`src/rtl/pscl_core.sv`:
```
// Divide-by-4/5 core: a two-flip-flop Johnson loop plus one stretch flip-flop.
// Sequence of {loop_a, loop_b}: 00,10,11,01. The state 01 is the wrap cycle.
// When stretch_en is high during wrap, the stretch flip-flop holds the loop
// at 00 for one extra cycle, giving a core period of 5.
// Assumes stretch_en is synchronous to clk.
module pscl_core (
    input  logic clk,
    input  logic rst_n,
    input  logic stretch_en,
    output logic wrap,
    output logic stretch
);
    logic loop_a, loop_b;

    // Wrap is the last cycle of a core period.
    assign wrap = ~loop_a & loop_b;

    // Loop update; the stretch bit is ORed into the first stage's feedback.
    always_ff @(posedge clk) begin
        if (!rst_n) begin
            loop_a  <= 1'b0;
            loop_b  <= 1'b0;
            stretch <= 1'b0;
        end else begin
            loop_a  <= ~(loop_b | stretch);
            loop_b  <= loop_a;
            stretch <= wrap & stretch_en;
        end
    end
endmodule

```
`src/rtl/pscl_toggle.sv`:
```
// Output halving stage and ratio control.
// Toggles the output at each core wrap. The select is latched when the output
// is about to rise, which is a period boundary. The stretch is requested for
// the core period that follows the high half, i.e. the low half.
// Assumes wrap is a single-cycle pulse from pscl_core.
module pscl_toggle (
    input  logic clk,
    input  logic rst_n,
    input  logic wrap,
    input  logic sel_div8,
    output logic out_q,
    output logic stretch_en
);
    logic odd_mode;

    // A stretch is wanted only in odd mode, at the wrap that ends the high half.
    assign stretch_en = odd_mode & out_q;

    // Output toggle and boundary-latched mode register.
    always_ff @(posedge clk) begin
        if (!rst_n) begin
            out_q    <= 1'b0;
            odd_mode <= ~sel_div8;
        end else begin
            out_q <= out_q ^ wrap;
            if (wrap && !out_q)
                odd_mode <= ~sel_div8;
        end
    end
endmodule

```
`src/rtl/dual_mod_prescaler.sv`:
```
// Top: dual-modulus 8/9 prescaler built from a 4/5 core and a toggle stage.
// Assumes a single clock domain and a synchronous active-low reset.
module dual_mod_prescaler (
    input  logic clk_in,
    input  logic rst_n,
    input  logic sel_div8,
    output logic clk_div
);
    logic core_wrap;
    logic core_stretch;
    logic stretch_req;

    pscl_core u_core (
        .clk        (clk_in),
        .rst_n      (rst_n),
        .stretch_en (stretch_req),
        .wrap       (core_wrap),
        .stretch    (core_stretch)
    );

    pscl_toggle u_tog (
        .clk        (clk_in),
        .rst_n      (rst_n),
        .wrap       (core_wrap),
        .sel_div8   (sel_div8),
        .out_q      (clk_div),
        .stretch_en (stretch_req)
    );
endmodule

```
`config.mk`:
```
export PLATFORM = sky130hd
export DESIGN_NAME = dual_mod_prescaler
export DESIGN_NICKNAME = d
export VERILOG_FILES = /design/src/rtl/pscl_core.sv /design/src/rtl/pscl_toggle.sv /design/src/rtl/dual_mod_prescaler.sv
export SDC_FILE = /design/constraint.sdc
export NUM_CORES = 1
export LEC_CHECK = 0
export ABC_CLOCK_PERIOD_IN_PS = 3050
export BUFFER_PORTS_ARGS = -buffer_cell sky130_fd_sc_hd__buf_2
export CAP_MARGIN = 20
export CORE_AREA = 2 2 39 41
export CTS_BUF_LIST = sky130_fd_sc_hd__clkbuf_2 sky130_fd_sc_hd__clkbuf_4 sky130_fd_sc_hd__clkbuf_8
export DETAILED_ROUTE_END_ITERATION = 8
export DIE_AREA = 0 0 41 43
export GPL_TIMING_DRIVEN = 0
export PLACE_DENSITY = 0.4
export SLEW_MARGIN = 20
export SYNTH_ARGS = -nofsm -noshare
export SYNTH_HDL_FRONTEND = slang
export SYNTH_HIERARCHICAL = 1
export SYNTH_SLANG_ARGS = --single-unit
```
`constraint.sdc`:
```
create_clock -name clk_in -period 3.05 [get_ports clk_in]
set_input_delay 0.61 -clock clk_in [delete_from_list [all_inputs] [get_ports clk_in]]
set_output_delay 0.61 -clock clk_in [all_outputs]
set_load 0.1 [all_outputs]
```
==> flow_summary.yaml, run 1 <==
status:
  status: "finished, final reports clean"
critical_path:
  crit_chain: "buf_2"
  crit_slowest_cell: "buf_2"
  slowest_delay_ps: 430
  start_kind: "flop"
  worstReg2RegStart: "u_core/loop_a"
  cp_num_buf_inv: 1
  worstSetupPathType: "reg2out"
  crit_family: "buffers and inverters"
  required_ps: 2440
  arrival_ps: 1010
  cp_max_fo: 3
  end_kind: "output pin"
  crit_start: "u_tog/out_q"
timing:
  final-max-slew-violation-count: 0
  finalHoldViolCount: 0
  finalSetupTns_ps: 0
  fin_ws_ps: 1430
  min_period_over_period_pct: 53.1
  fmax_mhz: 617
  grt_setup_unrepaired: "no"
  worstMarginPinSlew_ps: 482
  min_period_ps: 1620
  slew_headroom_pct: 68.1
  finalSetupViolations: 0
  skew_ps: 4.41
yosys:
  synth_top_family_by_area: "simple AND/OR/NAND/NOR gates"
  ys_seq_area_share_pct: 57.9
  synth_xor_area_share_pct: 0
  syn-num-nets: 19
  yosys.area_share.simple_pct: 31.6
  yosys.area_share.adder_pct: 6.58
  ys_seq_elements: 5
  yosysWarnings: 6
  synthTopCellsByArea: "dfxtp_1 (42%), edfxtp_1 (16%), nor2b_4 (7.2%), ha_1 (6.6%), and4b_1 (5.3%)"
  syn_area_um2: 190
  synthMuxAreaShare_pct: 0
  ys_types: 11
  synth_top_area_share_pct: 42.1
  synth-compound-area-share_pct: 0
  syn-instance-count: 15
  syn_avg_cell_area_um2: 12.7
  synth_top_cell_by_area: "dfxtp_1"
clock_network:
  cts_buffers: 3
  cts_tree: "built"
  postCtsSetupBuffers: 0
  clockBufferDepth: 2
  path_clk_slew_ps: 40
  hold_buffers: 0
  ctsResizeCount: 0
  ctsRootBufferMaster: "clkbuf_4"
  h-tree-depth: 1
  clk_latency_ps: 240
  cts.sinks: 5
cells_and_area:
  layout_common_cells: "clkbuf_4 (4), dfxtp_1 (4), buf_2 (3)"
  multi_input_area_um2: 72.6
  antenna_cells: 0
  fillCellCount: 151
  seq_area_um2: 110
  fin_cells: 38
  nNetsFinal: 27
  drive_above_1_share_pct: 45.5
  area_delta_synth_final_pct: 34.2
floorplan:
  design.core.area_um2: 1380
  die_w_um: 41
  start_util_pct: 13.7
  io_pins: 4
  dieArea_um2: 1760
  die_h_um: 43
  rows: 14
global_route:
  antenna_found_initial: 0
  grt_max_degree: 6
  track_usage_pct: 4.63
  grt_pass1_wl_um: 420
  grt_overflow: 0
  grt_pass1_vias: 97
hold_path:
  holdCritStartpoint: "u_core/stretch"
  hold_class: "reg2reg"
place:
  place_congestion: 0.623
  dpl_worst_slack_ps: 1670
  placedCellCount: 34
  numPortBuffers: 3
route:
  firstDrtPassIters: 2
  via_per_inst: 3.08
  drc_errors: 0
  vias: 117
  ant_nets: 0
  wl_per_cell_um: 6.89
  drt_iter0_drc: 1
  postRouteWirelength_um: 262
run:
  drv_cap: 0
pwr:
  max-vdd-ir-drop_uv: 212
  p_leak_nw: 0.118
  powerDensity_nw_per_um2: 684
-- metal layers --
| metal | part of all wire, % | vias up | routed length (um) | track usage [%] |
|---|---|---|---|---|
| met5 | 0 | - | 0 | 0 |
| met4 | 0 | 0 | 0 | 4.00 |
| met3 | 18 | 0 | 47 | 8.38 |
| met2 | 34 | 6 | 88 | 2.81 |
| met1 | 48 | 50 | 126 | 4.85 |
| li1 | - | 61 | - | - |
-- cell type report --
type	instances	area share, %
Tap cell	16	7.84
Sequential cell	5	43.1
Timing Repair Buffer	3	5.88
Clock buffer	4	11.8
Multi-Input combinational cell	8	28.4
Inverter	2	2.94
-- cells in the mapped netlist, drive strengths merged --
master and number:
and2 2, ha 1, and2b 1, edfxtp 1
nor2b 1, inv 2, nor3b 1, dfxtp 4
nand2b 1, and4b 1
-- kinds of logic (layout without fill, tap and decap cells) --
| group | Yosys count | count (layout) |
|---|---|---|
| buffers and inverters | 2 | 9 |
| adder cells (fa/ha/maj) | 1 | 1 |
| AND/OR/NAND/NOR | 7 | 7 |
| flip-flops | 5 | 5 |
-- metrics by stage --
step / power [mW] / hold slack, ps / util, % / area, um^2
floorplan: 0.0875 / 372 / - / 190
global placement: 0.0911 / 378 / 16.3 / 225
detailed placement: 0.0913 / 387 / 16.3 / 225
CTS: 0.179 / 396 / 18.4 / 255
global route: 0.187 / 407 / 18.4 / 255
finish: 0.175 / 393 / 18.4 / 255
-- report_power, final --
| group | leakage [nW] | switching, mW | internal [mW] |
|---|---|---|---|
| sequential | 0.0428 | 0.00172 | 0.0715 |
| clock | 0.0184 | 0.0264 | 0.0583 |
| combinational | 0.0565 | 0.0105 | 0.00626 |
| total | 0.118 | 0.0386 | 0.136 |
-- path summary, 6_finish.rpt --
path,end,slack (ps),cells past startpoint
max,clk_div,1430,1
min,u_core/loop_a,390,1
max reg2reg,u_tog/odd_mode,1930,3
min reg2reg,u_core/loop_a,390,1
-- registers in the layout, indices dropped and copies added (netlist names) --
register        cells
u_tog/odd_mode      1
u_core/stretch      1
u_core/loop_b       1
u_core/loop_a       1
u_tog/out_q         1
Power figures use the tool's default switching activity.
==> run 2, diff against run 1 <==
ABC_CLOCK_PERIOD_IN_PS = 1400   (was 3050)
PLACE_DENSITY = 0.41   (was 0.4)
clock period = 1.4 ns   (was 3.05 ns; I/O delays follow)
==> flow_summary.yaml, run 2 (same netlist as run 1, synthesis figures left out) <==
critical_path:
  crit_slowest_cell: "buf_2"
  cp_max_fo: 3
  end_kind: "output pin"
  worstSetupPathType: "reg2out"
  slowest_delay_ps: 420
  rr_worst_depth: 3
  r2r-end: "u_tog/odd_mode"
  required_ps: 1120
  worstReg2RegStart: "u_core/loop_a"
  start_kind: "flop"
  cp_num_buf_inv: 1
  crit_chain: "buf_2"
  r2r_slack_ps: 280
  crit_family: "buffers and inverters"
  arrival_ps: 980
cells_and_area:
  layout_common_cells: "clkbuf_4 (4), buf_2 (3), dfxtp_1 (3)"
  fillCellCount: 149
  fin_util_pct: 18.5
  antenna_cells: 0
  area_delta_synth_final_pct: 34.9
  final_common_cell: "clkbuf_4"
  drive_above_1_share_pct: 50.0
  nNetsFinal: 27
clock_network:
  h-tree-depth: 1
  clk_latency_ps: 240
  ctsResizeCount: 0
  path_clk_slew_ps: 40
  cts_buffers: 3
  postCtsSetupBuffers: 0
  clockBufferDepth: 2
  cts.sinks: 5
  cts_tree: "built"
  ctsRootBufferMaster: "clkbuf_4"
  hold_buffers: 0
route:
  vias: 115
  via_per_inst: 3.03
  firstDrtPassIters: 3
  ant_nets: 0
  drt_iter0_drc: 3
  postRouteWirelength_um: 268
  drc_errors: 0
  wl_per_cell_um: 7.05
hold_path:
  holdCritStartpoint: "sel_div8"
  hold_path_depth: 2
  hold_class: "in2reg"
  min_to: "u_tog/odd_mode"
global_route:
  grt_overflow: 0
  track_usage_pct: 4.43
  antenna_found_initial: 0
  grt_pass1_vias: 106
  grt_max_degree: 6
  grt_pass1_wl_um: 393
floorplan:
  io_pins: 4
  rows: 14
  die_h_um: 43
  start_util_pct: 13.7
  dieArea_um2: 1760
  die_w_um: 41
  design.core.area_um2: 1380
timing:
  finalSetupTns_ps: 0
  min_period_ps: 1260
  fmax_mhz: 795
  final-max-slew-violation-count: 0
  min_period_over_period_pct: 89.9
  slew_headroom_pct: 67.7
  finalHoldViolCount: 0
  finalSetupViolations: 0
  worstMarginPinSlew_ps: 488
  grt_setup_unrepaired: "no"
  skew_ps: 3.72
pwr:
  powerDensity_nw_per_um2: 1470
  p_leak_nw: 0.118
  total_power_mw: 0.378
  max-vdd-ir-drop_uv: 663
place:
  numPortBuffers: 3
  place_congestion: 0.556
status:
  status: "finished, final reports clean"
run:
  drv_cap: 0
## run 2: changes by cell type in the layout (fill, tap and decap cells not counted)
cell,change
dfxtp_1,-1
dfxtp_2,+1
## run 2: stage by stage
stage	std cells	setup slack, ps	hold slack (ps)	area (um^2)
after floorplan	15	117	372	191
after global routing	38	104	277	256
after detailed placement	34	285	386	226
after CTS	38	123	269	256
after global placement	34	300	379	226
final	38	142	278	256
## run 2: worst max-delay path by stage
stage | from | endpoint | depth (start not counted)
after global placement | u_core/loop_a | u_tog/odd_mode | 3
after floorplan | u_tog/out_q | u_tog/odd_mode | 3
final | u_tog/out_q | clk_div | 1
after global routing | u_tog/out_q | clk_div | 1
after detailed placement | u_core/loop_a | u_tog/odd_mode | 3
after CTS | u_tog/out_q | clk_div | 1
## run 2: cell type report
type / count / area, um^2 / area share (%)
Inverter: 2 / 7.51 / 2.93
Timing Repair Buffer: 3 / 15.0 / 5.85
Clock buffer: 4 / 30.0 / 11.7
Multi-Input combinational cell: 8 / 72.6 / 28.3
Sequential cell: 5 / 111 / 43.4
Tap cell: 16 / 20.0 / 7.80
## run 2: routing by layer
metal / vias to the layer above / GRT usage [%] / routed length, um
met1: 44 / 3.90 / 132
met5: - / 0 / 0
met3: 2 / 8.38 / 44
met4: 0 / 4.00 / 7
li1: 63 / - / -
met2: 6 / 3.13 / 84
## run 2: report_power, final
group | leakage [nW] | total (mW) | switching (mW) | internal [mW]
sequential | 0.0432 | 0.160 | 0.00354 | 0.156
combinational | 0.0565 | 0.0369 | 0.0231 | 0.0138
clock | 0.0184 | 0.181 | 0.0542 | 0.127
total | 0.118 | 0.378 | 0.0808 | 0.297
==> run 3, diff against run 2 <==
BUFFER_PORTS_ARGS = not set   (was -buffer_cell sky130_fd_sc_hd__buf_2)
DONT_BUFFER_PORTS = 1   (was not set)
PLACE_DENSITY = 0.38   (was 0.41)
==> flow_summary.yaml, run 3 (same netlist as run 1, synthesis figures left out) <==
cells_and_area:
  nNetsFinal: 24
  final_common_cell: "clkbuf_4"
  area_delta_synth_final_pct: 27.0
  drive_above_1_share_pct: 42.1
  fin_area_um2: 241
  antenna_cells: 0
  layout_common_cells: "clkbuf_4 (4), dfxtp_1 (3), inv_1 (2)"
timing:
  slew_headroom_pct: 64.2
  skew_ps: 3.03
  worstMarginPinSlew_ps: 537
  min_period_over_period_pct: 95.0
  fmax_mhz: 752
  finalHoldViolCount: 0
  final-max-slew-violation-count: 0
  finalSetupTns_ps: 0
  finalSetupViolations: 0
  grt_setup_unrepaired: "no"
  min_period_ps: 1330
  fin_ws_ps: 70.7
critical_path:
  cp_num_buf_inv: 1
  start_kind: "flop"
  required_ps: 1400
  crit_family: "flip-flops"
  crit_chain: "inv_1 -> ha_1 -> nand2b_1"
  worstSetupPathType: "reg2reg"
  cp_max_fo: 3
  end_kind: "flop"
  slowest_delay_ps: 670
  rr_worst_depth: 3
  crit_slowest_cell: "dfxtp_2"
  arrival_ps: 1330
  crit_cells: 3
clock_network:
  ctsRootBufferMaster: "clkbuf_4"
  h-tree-depth: 1
  clockBufferDepth: 2
  cts_buffers: 3
  hold_buffers: 0
  path_clk_slew_ps: 40
  cts.sinks: 5
  clk_latency_ps: 240
  ctsResizeCount: 0
  cts_tree: "built"
  postCtsSetupBuffers: 0
route:
  postRouteWirelength_um: 263
  wl_per_cell_um: 7.51
  firstDrtPassIters: 2
  vias: 111
  ant_nets: 0
  via_per_inst: 3.17
  drc_errors: 0
  drt_iter0_drc: 8
pwr:
  netSwitchingFraction_pct: 22.4
  power_switching_mw: 0.0850
  combPwrFrac_pct: 4.5
  total_power_mw: 0.379
  powerDensity_nw_per_um2: 1570
  p_leak_nw: 0.105
  max-vdd-ir-drop_uv: 570
  clkPwrFrac_pct: 49.5
  seq_power_share_pct: 46.0
  internal_power_mw: 0.294
floorplan:
  start_util_pct: 13.7
  die_h_um: 43
  rows: 14
  design.core.area_um2: 1380
  dieArea_um2: 1760
  io_pins: 4
  die_w_um: 41
global_route:
  track_usage_pct: 5.42
  grt_max_degree: 6
  grt_pass1_vias: 124
  antenna_found_initial: 0
  grt_pass1_wl_um: 517
  grt_overflow: 0
hold_path:
  hold_path_depth: 1
  hold_class: "in2reg"
status:
  status: "finished, final reports clean"
place:
  numPortBuffers: 0
  placed_cell_area_um2: 211
  dpl_worst_slack_ps: 78.0
  place_congestion: 0.567
run:
  drv_cap: 0
-- run 3: power groups by stage --
stage          Sequential, mW  Clock, mW  Combinational [mW]
3_5_place_dp            0.177          0              0.0172
6_report                0.174      0.188              0.0169
3_3_place_gp            0.177          0              0.0163
5_1_grt                 0.175      0.218              0.0191
2_1_floorplan           0.176          0              0.0153
4_1_cts                 0.174      0.198              0.0173
-- run 3: final timing paths --
path,startpoint,end,slack [ps]
worst max-delay path,u_tog/out_q,u_tog/odd_mode,70
worst min-delay path,rst_n,u_tog/out_q,170
worst max register to register,u_tog/out_q,u_tog/odd_mode,70
worst min register to register,u_core/stretch,u_core/loop_a,400
-- run 3: metrics by stage --
step / hold slack (ps) / util [%] / instances
after floorplan: 372 / - / 15
after global placement: 380 / 15.3 / 31
after detailed placement: 396 / 15.3 / 31
after CTS: 162 / 17.5 / 35
after global routing: 151 / 17.5 / 35
final: 174 / 17.5 / 35
-- run 3: final cells by class --
type | count | area (um^2)
flip-flops and latches | 5 | 111
clock buffers | 4 | 30.0
well taps | 16 | 20.0
multi-input cells | 8 | 72.6
inverters | 2 | 7.51
fillers | 152 | 1140
-- run 3: routing by layer --
layer	up-vias	global-route usage (%)	share of wire, %
met4	0	2.00	0
met5	-	0	0
met1	48	5.45	42
met3	0	9.42	22
met2	7	5.00	37
li1	56	-	-
